## config.mk

```make
export PLATFORM = sky130hd
export DESIGN_NAME = bus_break_cmp
export DESIGN_NICKNAME = d
export VERILOG_FILES = /design/src/rtl/bkc_pkg.sv /design/src/rtl/bkc_regs.sv /design/src/rtl/bkc_match.sv /design/src/rtl/bus_break_cmp.sv
export SDC_FILE = /design/constraint.sdc
export NUM_CORES = 1
export LEC_CHECK = 0
export BUFFER_PORTS_ARGS = -buffer_cell sky130_fd_sc_hd__buf_2
export CAP_MARGIN = 25
export CORE_UTILIZATION = 59
export DETAILED_ROUTE_END_ITERATION = 12
export PLACE_DENSITY = 0.92
export SYNTH_ARGS = -nofsm -noshare
export SYNTH_HDL_FRONTEND = slang
export SYNTH_SLANG_ARGS = --single-unit
```

## constraint.sdc

```tcl
create_clock -name clk -period 2.2 [get_ports clk]
set_input_delay 0.22 -clock clk [delete_from_list [all_inputs] [get_ports clk]]
set_output_delay 0.22 -clock clk [all_outputs]
set_load 0.02 [all_outputs]
```

## src/rtl/bkc_pkg.sv

```systemverilog
package bkc_pkg;
  typedef enum logic [1:0] {SZ_ANY = 2'b00, SZ_BYTE = 2'b01, SZ_WORD = 2'b10, SZ_LONG = 2'b11} size_e;

  typedef struct packed {
    logic [1:0] master;
    logic [1:0] kind;
    logic [1:0] dir;
    size_e      size;
  } cond_t;

  localparam int IDX_W     = 3;
  localparam int IDX_COND  = 0;
  localparam int IDX_ADDR  = 1;
  localparam int IDX_AMASK = 2;
  localparam int IDX_DATA  = 3;
  localparam int IDX_DMASK = 4;
  localparam int COND_W    = $bits(cond_t);
endpackage

```

## src/rtl/bkc_regs.sv

```systemverilog
module bkc_regs
  import bkc_pkg::*;
#(
  parameter int ADDR_W = 32,
  parameter int DATA_W = 32,
  localparam int REG_W = (ADDR_W > DATA_W) ? ADDR_W : DATA_W
) (
  input  logic              clk,
  input  logic              rst,
  input  logic              we,
  input  logic [IDX_W-1:0]  idx,
  input  logic [REG_W-1:0]  wdata,
  output logic [REG_W-1:0]  rdata,
  output cond_t             cond_q,
  output logic [ADDR_W-1:0] baddr_q,
  output logic [ADDR_W-1:0] amask_q,
  output logic [DATA_W-1:0] bdata_q,
  output logic [DATA_W-1:0] dmask_q
);
  always_ff @(posedge clk) begin
    if (rst) begin
      cond_q  <= '0;
      baddr_q <= '0;
      amask_q <= '0;
      bdata_q <= '0;
      dmask_q <= '0;
    end else if (we) begin
      case (idx)
        IDX_W'(IDX_COND):  cond_q  <= cond_t'(wdata[COND_W-1:0]);
        IDX_W'(IDX_ADDR):  baddr_q <= wdata[ADDR_W-1:0];
        IDX_W'(IDX_AMASK): amask_q <= wdata[ADDR_W-1:0];
        IDX_W'(IDX_DATA):  bdata_q <= wdata[DATA_W-1:0];
        IDX_W'(IDX_DMASK): dmask_q <= wdata[DATA_W-1:0];
        default: ;
      endcase
    end
  end

  logic [REG_W-1:0] rd_mux;
  always_comb begin
    case (idx)
      IDX_W'(IDX_COND):  rd_mux = REG_W'(cond_q);
      IDX_W'(IDX_ADDR):  rd_mux = REG_W'(baddr_q);
      IDX_W'(IDX_AMASK): rd_mux = REG_W'(amask_q);
      IDX_W'(IDX_DATA):  rd_mux = REG_W'(bdata_q);
      IDX_W'(IDX_DMASK): rd_mux = REG_W'(dmask_q);
      default:           rd_mux = '0;
    endcase
  end

  always_ff @(posedge clk) begin
    if (rst) rdata <= '0;
    else     rdata <= rd_mux;
  end

  // Reserved condition bits never read back as set
  assert_cond_reserved_R12: assert property (@(posedge clk) disable iff (rst)
    ($past(idx) == IDX_W'(IDX_COND)) |-> (rdata[REG_W-1:COND_W] == '0));

  // A write to the data mask lands exactly one cycle later
  assert_dmask_update_R13: assert property (@(posedge clk) disable iff (rst)
    (we && idx == IDX_W'(IDX_DMASK)) |=> (dmask_q == $past(wdata[DATA_W-1:0])));
endmodule

```

## src/rtl/bkc_match.sv

```systemverilog
module bkc_match
  import bkc_pkg::*;
#(
  parameter int ADDR_W = 32,
  parameter int DATA_W = 32
) (
  input  logic              clk,
  input  logic              rst,
  input  cond_t             cond,
  input  logic [ADDR_W-1:0] baddr,
  input  logic [ADDR_W-1:0] amask,
  input  logic [DATA_W-1:0] bdata,
  input  logic [DATA_W-1:0] dmask,
  input  logic              bus_dma,
  input  logic              bus_fetch,
  input  logic              bus_wr,
  input  logic [1:0]        bus_size,
  input  logic [ADDR_W-1:0] bus_addr,
  input  logic [DATA_W-1:0] bus_data,
  output logic              hit
);
  localparam logic [DATA_W-1:0] LANE_LO8  = DATA_W'(8'hFF);
  localparam logic [DATA_W-1:0] LANE_HI8  = LANE_LO8 << 8;
  localparam logic [DATA_W-1:0] LANE_W16  = DATA_W'(16'hFFFF);

  logic master_ok, kind_ok, dir_ok, addr_ok, size_ok, data_ok;
  logic [DATA_W-1:0] lane, cmp_bits;

  always_comb begin
    case (cond.master)
      2'b00:   master_ok = 1'b0;
      2'b10:   master_ok = bus_dma;
      default: master_ok = !bus_dma;
    endcase
    case (cond.kind)
      2'b01:   kind_ok = bus_fetch;
      2'b10:   kind_ok = !bus_fetch;
      default: kind_ok = 1'b1;
    endcase
    case (cond.dir)
      2'b01:   dir_ok = !bus_wr;
      2'b10:   dir_ok = bus_wr;
      default: dir_ok = 1'b1;
    endcase
  end

  assign addr_ok = (((bus_addr ^ baddr) & ~amask) == '0);

  always_comb begin
    case (cond.size)
      SZ_BYTE: lane = bus_addr[0] ? LANE_LO8 : LANE_HI8;
      SZ_WORD: lane = LANE_W16;
      SZ_LONG: lane = '1;
      default: lane = '0;
    endcase
  end

  assign cmp_bits = lane & ~dmask;
  assign size_ok  = (cond.size == SZ_ANY) || (bus_size == cond.size);
  assign data_ok  = (((bus_data ^ bdata) & cmp_bits) == '0);
  assign hit      = master_ok && kind_ok && dir_ok && addr_ok && size_ok && data_ok;

  // Unmasked longword hit implies full data equality
  assert_long_data_R10: assert property (@(posedge clk) disable iff (rst)
    (hit && cond.size == SZ_LONG && dmask == '0) |-> (bus_data == bdata));

  // Masked-off address bits are the only ones allowed to differ
  assert_addr_mask_R6: assert property (@(posedge clk) disable iff (rst)
    (hit && amask == '0) |-> (bus_addr == baddr));
endmodule

```

## src/rtl/bus_break_cmp.sv

```systemverilog
module bus_break_cmp
  import bkc_pkg::*;
#(
  parameter int ADDR_W = 32,
  parameter int DATA_W = 32,
  localparam int REG_W = (ADDR_W > DATA_W) ? ADDR_W : DATA_W
) (
  input  logic              clk,
  input  logic              rst,
  input  logic              reg_we,
  input  logic [IDX_W-1:0]  reg_idx,
  input  logic [REG_W-1:0]  reg_wdata,
  output logic [REG_W-1:0]  reg_rdata,
  input  logic              bus_valid,
  input  logic              bus_dma,
  input  logic              bus_fetch,
  input  logic              bus_wr,
  input  logic [1:0]        bus_size,
  input  logic [ADDR_W-1:0] bus_addr,
  input  logic [DATA_W-1:0] bus_data,
  output logic              brk_pulse
);
  cond_t             cond_q;
  logic [ADDR_W-1:0] baddr_q, amask_q;
  logic [DATA_W-1:0] bdata_q, dmask_q;
  logic              hit;

  bkc_regs #(.ADDR_W(ADDR_W), .DATA_W(DATA_W)) u_regs (
    .clk(clk), .rst(rst), .we(reg_we), .idx(reg_idx), .wdata(reg_wdata),
    .rdata(reg_rdata), .cond_q(cond_q), .baddr_q(baddr_q), .amask_q(amask_q),
    .bdata_q(bdata_q), .dmask_q(dmask_q)
  );

  bkc_match #(.ADDR_W(ADDR_W), .DATA_W(DATA_W)) u_match (
    .clk(clk), .rst(rst), .cond(cond_q), .baddr(baddr_q), .amask(amask_q),
    .bdata(bdata_q), .dmask(dmask_q), .bus_dma(bus_dma), .bus_fetch(bus_fetch),
    .bus_wr(bus_wr), .bus_size(bus_size), .bus_addr(bus_addr),
    .bus_data(bus_data), .hit(hit)
  );

  always_ff @(posedge clk) begin
    if (rst) brk_pulse <= 1'b0;
    else     brk_pulse <= bus_valid && hit;
  end

  // A pulse always follows a strobed cycle
  assert_pulse_after_valid_R11: assert property (@(posedge clk) disable iff (rst)
    brk_pulse |-> $past(bus_valid));

  // Disabled channel never breaks
  assert_disabled_silent_R3: assert property (@(posedge clk) disable iff (rst)
    brk_pulse |-> ($past(cond_q.master) != 2'b00));

  // Master selection agrees with the master of the matched cycle
  assert_master_sel_R4: assert property (@(posedge clk) disable iff (rst)
    brk_pulse |-> (($past(cond_q.master) == 2'b10) == $past(bus_dma)));
endmodule

```

# After elaboration in Yosys (flattened, before gate mapping)
# Index checks and enable logic that the tools add are counted.
# word_totals
ff_bits,169
latch_bits,0
mem_bits_rw,0
romBits,0
in_bits,108
output_inout_bits,33
word_cells,56
memories,0
# classes
n_addsub,0
multipliers,0
div_mod_pow,0
n_lt_le_gt_ge,0
n_eq_ne,13
n_shift,0
n_mux,6
bitwise_logic,7
n_reduce_logical,20
# ops
operator,count
32-bit case mux with 5 select lines,1
32-bit bitwise AND,3
32-bit case mux with 3 select lines,1
32-bit zero test,2
32-bit NOT,2
32-bit bitwise XOR,2
16-bit two-way mux,1
2-bit equality test (second input constant),5
2-bit AND reduction,5
2-bit by 1-bit equality test with 1-bit output (second input constant),3
3-bit by 2-bit equality test with 1-bit output (second input constant),2
1-bit logical AND,6
1-bit case mux with 2 select lines,3
2-bit zero test,2
3-bit by 1-bit equality test with 1-bit output (second input constant),1
3-bit equality test (second input constant),1
1-bit zero test,3
3-bit zero test,1
2-bit equality test,1
1-bit logical OR,1

# Logic depth before layout (Yosys ltp)
# Gate-level depths: netlist of run 1.
# logic_depth
word_depth,8
ltp_mapped,8
depth_no_buf,6

# By module
# From an unflattened synthesis of run 1, not the netlist that was laid out.
# hier_totals
hier_cells,976
area_unflattened_um2,7915.1
# by_module_without_submodules
module,n_inst,cells_each,area_per_inst_um2,seq_area_each_um2
bkc_regs,1,838,6870.3,3363.2
bkc_match,1,136,1016.0,0.0
bus_break_cmp,1,2,28.8,20.0

# Worst setup path after synthesis of run 1
# Ideal clock, no wire load.
# synth_timing
path_kind,reg-to-reg
startpoint,reg u_regs.cond_q[4] (netlist name)
endpoint,reg brk_pulse
setup_time_ns,0.073
t_arrival_ns,1.378
setup_slack_ns,0.749
stages_incl_launch_ff,6
n_path_buf,0
synth_period_minus_slack_ns,1.451
path_cell_list,dfxtp_1 -> inv_1 -> ha_1 -> o221ai_1 -> or4_1 -> nor3_2
# synth_via
elab_chain_cells,8
# synth_rtl
item,line_no,rtl
2-bit equality test or 2-bit by 1-bit equality test with 1-bit output (tied branches),bkc_match.sv:35,case (cond.kind)
1-bit case mux with 2 select lines (*),bkc_match.sv:35,
1-bit logical AND (*) (5 in series),bkc_match.sv:61,assign hit = master_ok && kind_ok && dir_ok && addr_ok && size_ok && data_ok;
1-bit logical AND (*),bus_break_cmp.sv:43,else brk_pulse <= bus_valid && hit;
end signal: assignment,bus_break_cmp.sv:43,
end: declaration,bus_break_cmp.sv:21,output logic brk_pulse
# Every way passes the cells marked *; elsewhere a longest branch is shown, timed or not.
# A chain may end at the register's enable or synchronous reset.

# Worst setup path after layout of run 1
# layout_timing
startpoint,reg u_regs.bdata_q[16]
endpoint,reg brk_pulse
# layout_via
elab_chain_cells,5
# layout_rtl
item,line_no,rtl
start: declaration,bkc_regs.sv:17,"output logic [DATA_W-1:0] bdata_q,"
start signal: assignment,bkc_regs.sv:32,IDX_W'(IDX_DATA): bdata_q <= wdata[DATA_W-1:0];
32-bit bitwise XOR,bkc_match.sv:60,assign data_ok = (((bus_data ^ bdata) & cmp_bits) == '0);
32-bit bitwise AND,bkc_match.sv:60,
32-bit zero test,bkc_match.sv:60,
1-bit logical AND,bkc_match.sv:61,
1-bit logical AND,bus_break_cmp.sv:43,
# No other way between the ends.

==> results of run 1 <==
==> final timing paths <==
path / end / depth (start not counted) / startpoint
worst max-delay path: brk_pulse / 6 / u_regs.bdata_q[16]
worst min-delay path: u_regs.bdata_q[13] / 3 / reg_wdata[13]
worst max register to register: brk_pulse / 6 / u_regs.bdata_q[16]
worst min register to register: u_regs.amask_q[7] / 2 / u_regs.amask_q[7]
==> cells in the final DEF (no fill, tap or decap), types with 3 or more instances in the layout <==
cell type    n
buf_2      139
nor2_1      13
bufinv_16    3
o22ai_1     31
mux2i_1      8
clkbuf_16   17
clkbuf_8     4
dfxtp_1    169
a22oi_1     56
xnor2_1     64
clkbuf_1     4
buf_12       3
inv_1        8
buf_4       27
ha_1         4
and2_1       4
nand2_1    278
o21ai_0      6
nor4_1       5
a21oi_1    181
==> power by group through the flow <==
stage,clock network (uW),logic [uW],registers (uW)
after CTS,3080,581,3160
after global placement,0,566,3230
after floorplan,0,314,3220
final,3080,598,3170
after global routing,3210,632,3170
after detailed placement,0,574,3230
==> layout make-up <==
class | count | share of cell area
antenna | 1 | 0.000285
timing repair buffer | 169 | 0.109
inverter | 9 | 0.00385
tap | 168 | 0.0240
clock inverter | 6 | 0.0127
clock buffer | 25 | 0.0565
sequential | 169 | 0.386
multi-input combinational | 669 | 0.408
==> per-layer routing <==
metal,track usage,vias up
li1,-,3331
met1,0.447,3340
met2,0.563,526
met3,0.0814,113
met4,0.216,2
met5,0,-
==> metrics by stage <==
step / cells / total power (uW) / instance area, sq um / utilization / hold WS, ns
3_5_place_dp: 1184 / 3810 / 8160 / 0.677 / 0.465
4_1_cts: 1215 / 6820 / 8770 / 0.727 / 0.0534
3_3_place_gp: 1184 / 3790 / 8160 / 0.677 / 0.460
5_1_grt: 1216 / 7020 / 8770 / 0.727 / 0.0627
2_1_floorplan: 908 / 3540 / 7320 / - / 0.356
6_report: 1216 / 6850 / 8770 / 0.727 / 0.0603
==> critical path, stage by stage (launching register included) <==
cell	delay (ns)
dfxtp_1	0.32
xnor2_1	0.21
o22ai_1	0.11
nor4_1	0.42
a21oi_1	0.13
or4_1	0.43
nor3_2	0.12
==> cell families after synthesis <==
group / share of synthesized area
AOI/OAI and AO/OA: 0.214
xor gates and xnor gates: 0.0766
adders and majority gates: 0.00684
buffers and inverters: 0.0498
DFF: 0.462
muxes: 0.0140
and+or+nand+nor: 0.177
==> flip-flops by register name, indices dropped and copies added, names as in the netlist <==
register / cells
u_regs.amask_q: 32
u_regs.baddr_q: 32
u_regs.bdata_q: 32
u_regs.dmask_q: 32
u_regs.rdata: 32
u_regs.cond_q: 8
brk_pulse: 1
==> flow_summary.html, run 1 <==
<table>
<tr><th>Metric</th><th>Value</th></tr>
<tr><th colspan="2">Critical path</th></tr>
<tr><td>Biggest fanout along the worst timing path</td><td>3</td></tr>
<tr><td>Worst setup EP type</td><td>flop</td></tr>
<tr><td>Required time at the endpoint of the critical path</td><td>2.56 ns</td></tr>
<tr><td>Crit path kind</td><td>flop to flop</td></tr>
<tr><td>Setup slack on the worst flop-to-flop path</td><td>0.39 ns</td></tr>
<tr><td>Endpoint arrival time on the critical path</td><td>roughly 2.2 ns</td></tr>
<tr><td>Sort of element at the start of the critical path</td><td>flop</td></tr>
<tr><th colspan="2">Detailed routing</th></tr>
<tr><td>Final wirelength</td><td>22,400 um</td></tr>
<tr><td>Vias per std cell</td><td>6.01</td></tr>
<tr><td>Detailed router's first-iteration violation count</td><td>944</td></tr>
<tr><td>DR vias</td><td>between 7,000 and 8,000</td></tr>
<tr><td>Length of the first detailed-routing pass in iterations</td><td>6</td></tr>
<tr><td>Met3 wire len</td><td>between 2000 and 3000 um</td></tr>
<tr><td>Total routed wire length on the met1 layer</td><td>8340 um</td></tr>
<tr><td>DRC violation count after routing</td><td>0</td></tr>
<tr><td>Routed length on met2</td><td>approximately 10,000 um</td></tr>
<tr><td>Uppermost routed layer</td><td>met5</td></tr>
<tr><td>Wire length per cell</td><td>between 15 and 20 um</td></tr>
<tr><td>Antenna violation net count after detailed routing</td><td>0</td></tr>
<tr><th colspan="2">STA</th></tr>
<tr><td>Worst Setup Slack, final</td><td>slightly below 0.4 ns</td></tr>
<tr><td>Setup skew after layout</td><td>between 0.005 and 0.006 ns</td></tr>
<tr><td>Number of pins exceeding their max-slew limit in the final report</td><td>0</td></tr>
<tr><td>RSZ-0062 raised after global routing</td><td>no</td></tr>
<tr><td>Summed negative setup slack over all endpoints</td><td>0 ns</td></tr>
<tr><td>Worst slew slack as a fraction of its limit</td><td>0.525</td></tr>
<tr><td>Number of failing hold endpoints at the final stage</td><td>0</td></tr>
<tr><td>Fmax achieved</td><td>0.552 GHz</td></tr>
<tr><td>Actual transition at the worst max-transition pin</td><td>just over 0.7 ns</td></tr>
<tr><td>Final cycle utilization of the critical path</td><td>0.824</td></tr>
<tr><td>Final Setup Violations</td><td>0</td></tr>
<tr><td>Minimum clock period after layout</td><td>around 1.8 ns</td></tr>
<tr><th colspan="2">Global routing</th></tr>
<tr><td>Global Route Usage Sum</td><td>0.357</td></tr>
<tr><td>Initial antenna violation count</td><td>2</td></tr>
<tr><td>Pin count of the biggest net entering global routing</td><td>137</td></tr>
<tr><td>Wire length of the first global-routing pass</td><td>roughly 35,000 um</td></tr>
<tr><td>Via count of the first global-routing pass</td><td>6,980</td></tr>
<tr><td>Overflow after GRT</td><td>0</td></tr>
<tr><th colspan="2">Clock tree</th></tr>
<tr><td>Maximum buffer depth of the clock tree</td><td>2</td></tr>
<tr><td>Inserted Clock Buffers</td><td>17</td></tr>
<tr><td>CTS resizes</td><td>0</td></tr>
<tr><td>Clock sinks</td><td>169</td></tr>
<tr><td>Setup Buffers After CTS</td><td>0</td></tr>
<tr><td>Clock tree from TritonCTS</td><td>built</td></tr>
<tr><td>Clock input transition at the sequential cells of the worst setup and hold paths</td><td>0.06 ns</td></tr>
<tr><td>Number of H-tree branching levels</td><td>4</td></tr>
<tr><td>Number of hold buffers added after cts</td><td>0</td></tr>
<tr><td>CTS Root Cell</td><td>clkbuf_16</td></tr>
<tr><td>Clk_lat worst skew</td><td>0.43 ns</td></tr>
<tr><th colspan="2">Die</th></tr>
<tr><td>Number of core rows</td><td>40</td></tr>
<tr><td>Placeable Area</td><td>about 12,000 sq um</td></tr>
<tr><td>Total I/O pin count</td><td>141</td></tr>
<tr><td>Die Width</td><td>113 um</td></tr>
<tr><td>Starting density of the core</td><td>0.607</td></tr>
<tr><td>Vert. Die Dim</td><td>around 110 um</td></tr>
<tr><td>Full die area</td><td>12,900 sq um</td></tr>
<tr><th colspan="2">Power</th></tr>
<tr><td>Net switching power</td><td>1600 uW</td></tr>
<tr><td>Net Sw Frac</td><td>0.233</td></tr>
<tr><td>Power Dens Cells</td><td>781 nW/um^2</td></tr>
<tr><td>VDD IR-drop max</td><td>0.000500 V</td></tr>
<tr><td>Share of total power in the clock network</td><td>0.450</td></tr>
<tr><td>Combinational cell fraction of total power</td><td>0.087</td></tr>
<tr><td>Sequential cell fraction of total power</td><td>0.462</td></tr>
<tr><td>Leak</td><td>roughly 0.0031 uW</td></tr>
<tr><td>Internal power</td><td>5250 uW</td></tr>
<tr><th colspan="2">Outcome</th></tr>
<tr><td>Result of the run</td><td>complete, no violations</td></tr>
<tr><th colspan="2">Synth</th></tr>
<tr><td>Number of enable flip-flop cells after synthesis</td><td>0</td></tr>
<tr><td>Biggest area consumer among synthesized cells</td><td>dfxtp_1</td></tr>
<tr><td>Top cell type's share of synthesized area</td><td>0.462</td></tr>
<tr><td>Most frequent cell after synthesis</td><td>nand2_1</td></tr>
<tr><td>Primary FF master, synth</td><td>dfxtp_1</td></tr>
<tr><td>Unique cell type count in the Yosys netlist</td><td>33</td></tr>
<tr><td>FF+latch count, synth</td><td>169</td></tr>
<tr><td>Mean instance size in the synthesized netlist</td><td>8.06 sq um</td></tr>
<tr><td>Largest cells by area after synthesis</td><td>dfxtp_1 (46%), nand2_1 (14%), a21oi_1 (12%), xnor2_1 (7.7%), a22oi_1 (5.7%)</td></tr>
<tr><td>Most frequent cells after synthesis</td><td>nand2_1 (278), a21oi_1 (181), dfxtp_1 (169)</td></tr>
<tr><td>Synth warn</td><td>0</td></tr>
<tr><td>Net count after synthesis</td><td>about 1,000</td></tr>
<tr><td>Cell Area, Synth</td><td>7320 sq um</td></tr>
<tr><td>Share of synthesized flip-flops with an asynchronous set or reset</td><td>0</td></tr>
<tr><td>Sequential-to-total area share from yosys stat</td><td>0.462</td></tr>
<tr><td>Synthesized instance count</td><td>908</td></tr>
<tr><th colspan="2">Layout</th></tr>
<tr><td>NumNets Final</td><td>1,147</td></tr>
<tr><td>Fraction of final layout cells with drive strength greater than 1</td><td>0.196</td></tr>
<tr><td>Post-synthesis to final-layout area growth</td><td>19.9%</td></tr>
<tr><td>Filler cells</td><td>between 800 and 900</td></tr>
<tr><td>Multi-input gate area in the final layout</td><td>3580 sq um</td></tr>
<tr><td>Flip-flop and latch area</td><td>3380 sq um</td></tr>
<tr><th colspan="2">Placement</th></tr>
<tr><td>Post-placement worst setup slack</td><td>0.440 ns</td></tr>
<tr><td>Final Wtd Congestion</td><td>0.898</td></tr>
<tr><td>Count of input and output buffers</td><td>between 100 and 150</td></tr>
<tr><td>Sum of net half-perimeters after detailed placement</td><td>15,100 um</td></tr>
<tr><th colspan="2">Worst hold path</th></tr>
<tr><td>Worst Hold Class</td><td>primary input to flop</td></tr>
<tr><th colspan="2">Job</th></tr>
<tr><td>Max-cap violations</td><td>0</td></tr>
</table>
Note: power is estimated with default switching activity, not from simulation.
==> run 2, diff against run 1 <==
ABC_AREA = 1   (was default)
CORE_UTILIZATION = 56   (was 59)
PLACE_DENSITY = 0.88   (was 0.92)
clock period = 1.9 ns   (was 2.2 ns; I/O delays follow)
==> run 2 against run 1 <==
Design area rose by 9.8%. Clock skew rose by 0.0029 ns. Worst setup slack got worse by 0.20 ns. Largest cell class unchanged. Count of clock-buffer cells in the layout rose by 1. Sequential share of layout area fell by 3.5 points. Largest power group unchanged.
==> flow_summary.html, run 2 <==
<table>
<tr><th>Metric</th><th>Value</th></tr>
<tr><th colspan="2">Outcome</th></tr>
<tr><td>Result of the run</td><td>complete, no violations</td></tr>
<tr><th colspan="2">Detailed routing</th></tr>
<tr><td>DRC violation count after routing</td><td>0</td></tr>
<tr><td>Vias per std cell</td><td>5.41</td></tr>
<tr><td>Final wirelength</td><td>roughly 22,000 um</td></tr>
<tr><td>Length of the first detailed-routing pass in iterations</td><td>5</td></tr>
<tr><td>DR vias</td><td>7,945</td></tr>
<tr><td>Wire length per cell</td><td>15.0 um</td></tr>
<tr><td>Detailed router's first-iteration violation count</td><td>around 770</td></tr>
<tr><td>Antenna violation net count after detailed routing</td><td>0</td></tr>
<tr><th colspan="2">Synth</th></tr>
<tr><td>Unique cell type count in the Yosys netlist</td><td>28</td></tr>
<tr><td>Synthesized instance count</td><td>1,156</td></tr>
<tr><td>Cell Area, Synth</td><td>8230 sq um</td></tr>
<tr><td>Sequential-to-total area share from yosys stat</td><td>0.411</td></tr>
<tr><td>Top cell type's share of synthesized area</td><td>0.411</td></tr>
<tr><td>Synth warn</td><td>0</td></tr>
<tr><td>Most frequent cells after synthesis</td><td>nor2_1 (259), nand2_1 (194), inv_1 (193)</td></tr>
<tr><td>Mean instance size in the synthesized netlist</td><td>between 7 and 8 sq um</td></tr>
<tr><td>Net count after synthesis</td><td>1,268</td></tr>
<tr><td>Primary FF master, synth</td><td>dfxtp_1</td></tr>
<tr><td>Number of enable flip-flop cells after synthesis</td><td>0</td></tr>
<tr><td>Biggest area consumer among synthesized cells</td><td>dfxtp_1</td></tr>
<tr><td>Share of synthesized flip-flops with an asynchronous set or reset</td><td>0</td></tr>
<tr><td>FF+latch count, synth</td><td>169</td></tr>
<tr><td>Most frequent cell after synthesis</td><td>nor2_1</td></tr>
<tr><td>Largest cells by area after synthesis</td><td>dfxtp_1 (41%), nor2_1 (12%), nand2_1 (8.8%), inv_1 (8.8%), a211oi_1 (8.7%)</td></tr>
<tr><th colspan="2">STA</th></tr>
<tr><td>Minimum clock period after layout</td><td>1.71 ns</td></tr>
<tr><td>Summed negative setup slack over all endpoints</td><td>0 ns</td></tr>
<tr><td>Final Setup Violations</td><td>0</td></tr>
<tr><td>Number of pins exceeding their max-slew limit in the final report</td><td>0</td></tr>
<tr><td>Actual transition at the worst max-transition pin</td><td>~0.83 ns</td></tr>
<tr><td>Number of failing hold endpoints at the final stage</td><td>0</td></tr>
<tr><td>Final cycle utilization of the critical path</td><td>0.901</td></tr>
<tr><td>RSZ-0062 raised after global routing</td><td>no</td></tr>
<tr><td>Worst slew slack as a fraction of its limit</td><td>0.447</td></tr>
<tr><td>Setup skew after layout</td><td>0.00849 ns</td></tr>
<tr><td>Fmax achieved</td><td>0.584 GHz</td></tr>
<tr><th colspan="2">Critical path</th></tr>
<tr><td>Required time at the endpoint of the critical path</td><td>roughly 2.3 ns</td></tr>
<tr><td>Biggest fanout along the worst timing path</td><td>16</td></tr>
<tr><td>Setup slack on the worst flop-to-flop path</td><td>0.19 ns</td></tr>
<tr><td>Worst setup EP type</td><td>flop</td></tr>
<tr><td>Crit path max-delay cell type</td><td>nand2_1</td></tr>
<tr><td>Worst path buffer plus inverter count</td><td>0</td></tr>
<tr><td>Worst path top cell family by delay</td><td>simple AND/OR/NAND/NOR gates</td></tr>
<tr><td>Endpoint arrival time on the critical path</td><td>2.09 ns</td></tr>
<tr><td>Maximum cell stage delay along the critical path</td><td>0.54 ns</td></tr>
<tr><td>Sort of element at the start of the critical path</td><td>flop</td></tr>
<tr><td>Critical Path, Cell by Cell</td><td>nand2_1, nor2_1, nand2_1, nand2_1, nor2_1, nand2_1, nor2_1, nand3_1, nor2_1</td></tr>
<tr><td>Crit path kind</td><td>flop to flop</td></tr>
<tr><th colspan="2">Job</th></tr>
<tr><td>Max-cap violations</td><td>0</td></tr>
<tr><th colspan="2">Power</th></tr>
<tr><td>Power Dens Cells</td><td>825 nW/um^2</td></tr>
<tr><td>Pwr Total</td><td>7950 uW</td></tr>
<tr><td>VDD IR-drop max</td><td>between 0.0008 and 0.0009 V</td></tr>
<tr><td>Leak</td><td>0.00425 uW</td></tr>
<tr><th colspan="2">Layout</th></tr>
<tr><td>NumNets Final</td><td>1,386</td></tr>
<tr><td>Highest-count cells in the layout ignoring fill and taps</td><td>nor2_1 (259), nand2_1 (194), inv_1 (193)</td></tr>
<tr><td>Fraction of final layout cells with drive strength greater than 1</td><td>0.185</td></tr>
<tr><td>Most common cell after layout, fill and taps aside</td><td>nor2_1</td></tr>
<tr><td>Post-synthesis to final-layout area growth</td><td>17.1%</td></tr>
<tr><th colspan="2">Clock tree</th></tr>
<tr><td>Maximum buffer depth of the clock tree</td><td>2</td></tr>
<tr><td>CTS Root Cell</td><td>clkbuf_16</td></tr>
<tr><td>Clock input transition at the sequential cells of the worst setup and hold paths</td><td>0.07 ns</td></tr>
<tr><td>Number of hold buffers added after cts</td><td>0</td></tr>
<tr><td>Setup Buffers After CTS</td><td>0</td></tr>
<tr><td>Inserted Clock Buffers</td><td>17</td></tr>
<tr><td>Clk_lat worst skew</td><td>0.44 ns</td></tr>
<tr><td>CTS resizes</td><td>0</td></tr>
<tr><td>Clock tree from TritonCTS</td><td>built</td></tr>
<tr><td>Clock sinks</td><td>between 150 and 200</td></tr>
<tr><td>Number of H-tree branching levels</td><td>4</td></tr>
<tr><th colspan="2">Global routing</th></tr>
<tr><td>Initial antenna violation count</td><td>1</td></tr>
<tr><td>Wire length of the first global-routing pass</td><td>34,800 um</td></tr>
<tr><td>Pin count of the biggest net entering global routing</td><td>between 60 and 70</td></tr>
<tr><td>Global Route Usage Sum</td><td>0.301</td></tr>
<tr><td>Via count of the first global-routing pass</td><td>7,288</td></tr>
<tr><td>Overflow after GRT</td><td>0</td></tr>
<tr><th colspan="2">Placement</th></tr>
<tr><td>Final Wtd Congestion</td><td>roughly 0.86</td></tr>
<tr><td>Count of input and output buffers</td><td>140</td></tr>
<tr><td>Sum of net half-perimeters after detailed placement</td><td>14,900 um</td></tr>
<tr><th colspan="2">Die</th></tr>
<tr><td>Full die area</td><td>around 15,000 sq um</td></tr>
<tr><td>Placeable Area</td><td>14,100 sq um</td></tr>
<tr><td>Total I/O pin count</td><td>141</td></tr>
<tr><td>Number of core rows</td><td>43</td></tr>
<tr><td>Starting density of the core</td><td>0.584</td></tr>
<tr><td>Vert. Die Dim</td><td>123 um</td></tr>
<tr><td>Die Width</td><td>around 120 um</td></tr>
<tr><th colspan="2">Worst hold path</th></tr>
<tr><td>Worst Hold Class</td><td>primary input to flop</td></tr>
</table>
run 2: changes by cell type after synthesis, sizes merged, moves of 33 or more:
| cell | delta |
|---|---|
| inv | +188 |
| a211oi | +137 |
| o22ai | +33 |
| nand2 | -82 |
| nand3 | +41 |
| nor2 | +249 |
| a22oi | -56 |
| a21oi | -178 |
| xnor2 | -63 |
run 2: cell type report:
type	instances	area, sq um
clock buffers	26	469
diodes	1	2.50
repair buffers	156	902
flip-flops and latches	169	3380
multi-input cells	733	3820
fillers	1157	4460
inverters	197	744
well taps	180	225
clock inverters	6	91.3
run 2: layer usage:
layer / part of all wire / GRT usage / up-vias
met4: 0.024 / 0.128 / 0
met1: 0.43 / 0.380 / 3609
met3: 0.073 / 0.0572 / 50
li1: - / - / 3970
met5: 0 / 0 / -
met2: 0.48 / 0.500 / 316
run 2: logic make-up (layout without fill, tap and decap cells):
group                      after synthesis  after routing  share of synthesized area
xor gates and xnor gates                 2              2                    0.00213
adders and majority gates                4              4                    0.00608
DFF                                    169            169                      0.411
other                                    0              1                          0
AOI/OAI and AO/OA                      212            212                      0.206
and+or+nand+nor                        515            515                      0.250
buffers and inverters                  254            385                      0.125
run 2: report_power, final:
| part | switching, uW | internal, uW | total (uW) |
|---|---|---|---|
| combinational | 554 | 307 | 862 |
| clock | 1410 | 1970 | 3380 |
| sequential | 49.2 | 3660 | 3710 |
| total | 2010 | 5940 | 7950 |
run 2: worst paths after layout:
path                       from                 end  cells after the start
min                         rst    u_regs.rdata[23]                      2
min reg2reg  u_regs.dmask_q[30]  u_regs.dmask_q[30]                      2
max reg2reg    u_regs.cond_q[0]           brk_pulse                      9
max            u_regs.cond_q[0]           brk_pulse                      9
run 2: metrics by stage:
step	hold WS, ns	setup WS [ns]	util	std cells	area, sq um
floorplan	0.366	0.700	-	1156	8230
global placement	0.466	0.344	0.644	1435	9070
detailed placement	0.472	0.279	0.644	1435	9070
CTS	0.0562	0.231	0.683	1467	9630
global route	0.0783	0.0521	0.683	1467	9630
finish	0.0608	0.188	0.683	1468	9630
run 2: worst reg2reg max path, stage by stage (launching register included):
cell and delay [ns]:
dfxtp_1 0.33, nand2_1 0.54, nor2_1 0.13, nand2_1 0.11, nand2_1 0.06, nor2_1 0.15, nand2_1 0.08, nor2_1 0.09
nand3_1 0.07, nor2_1 0.10
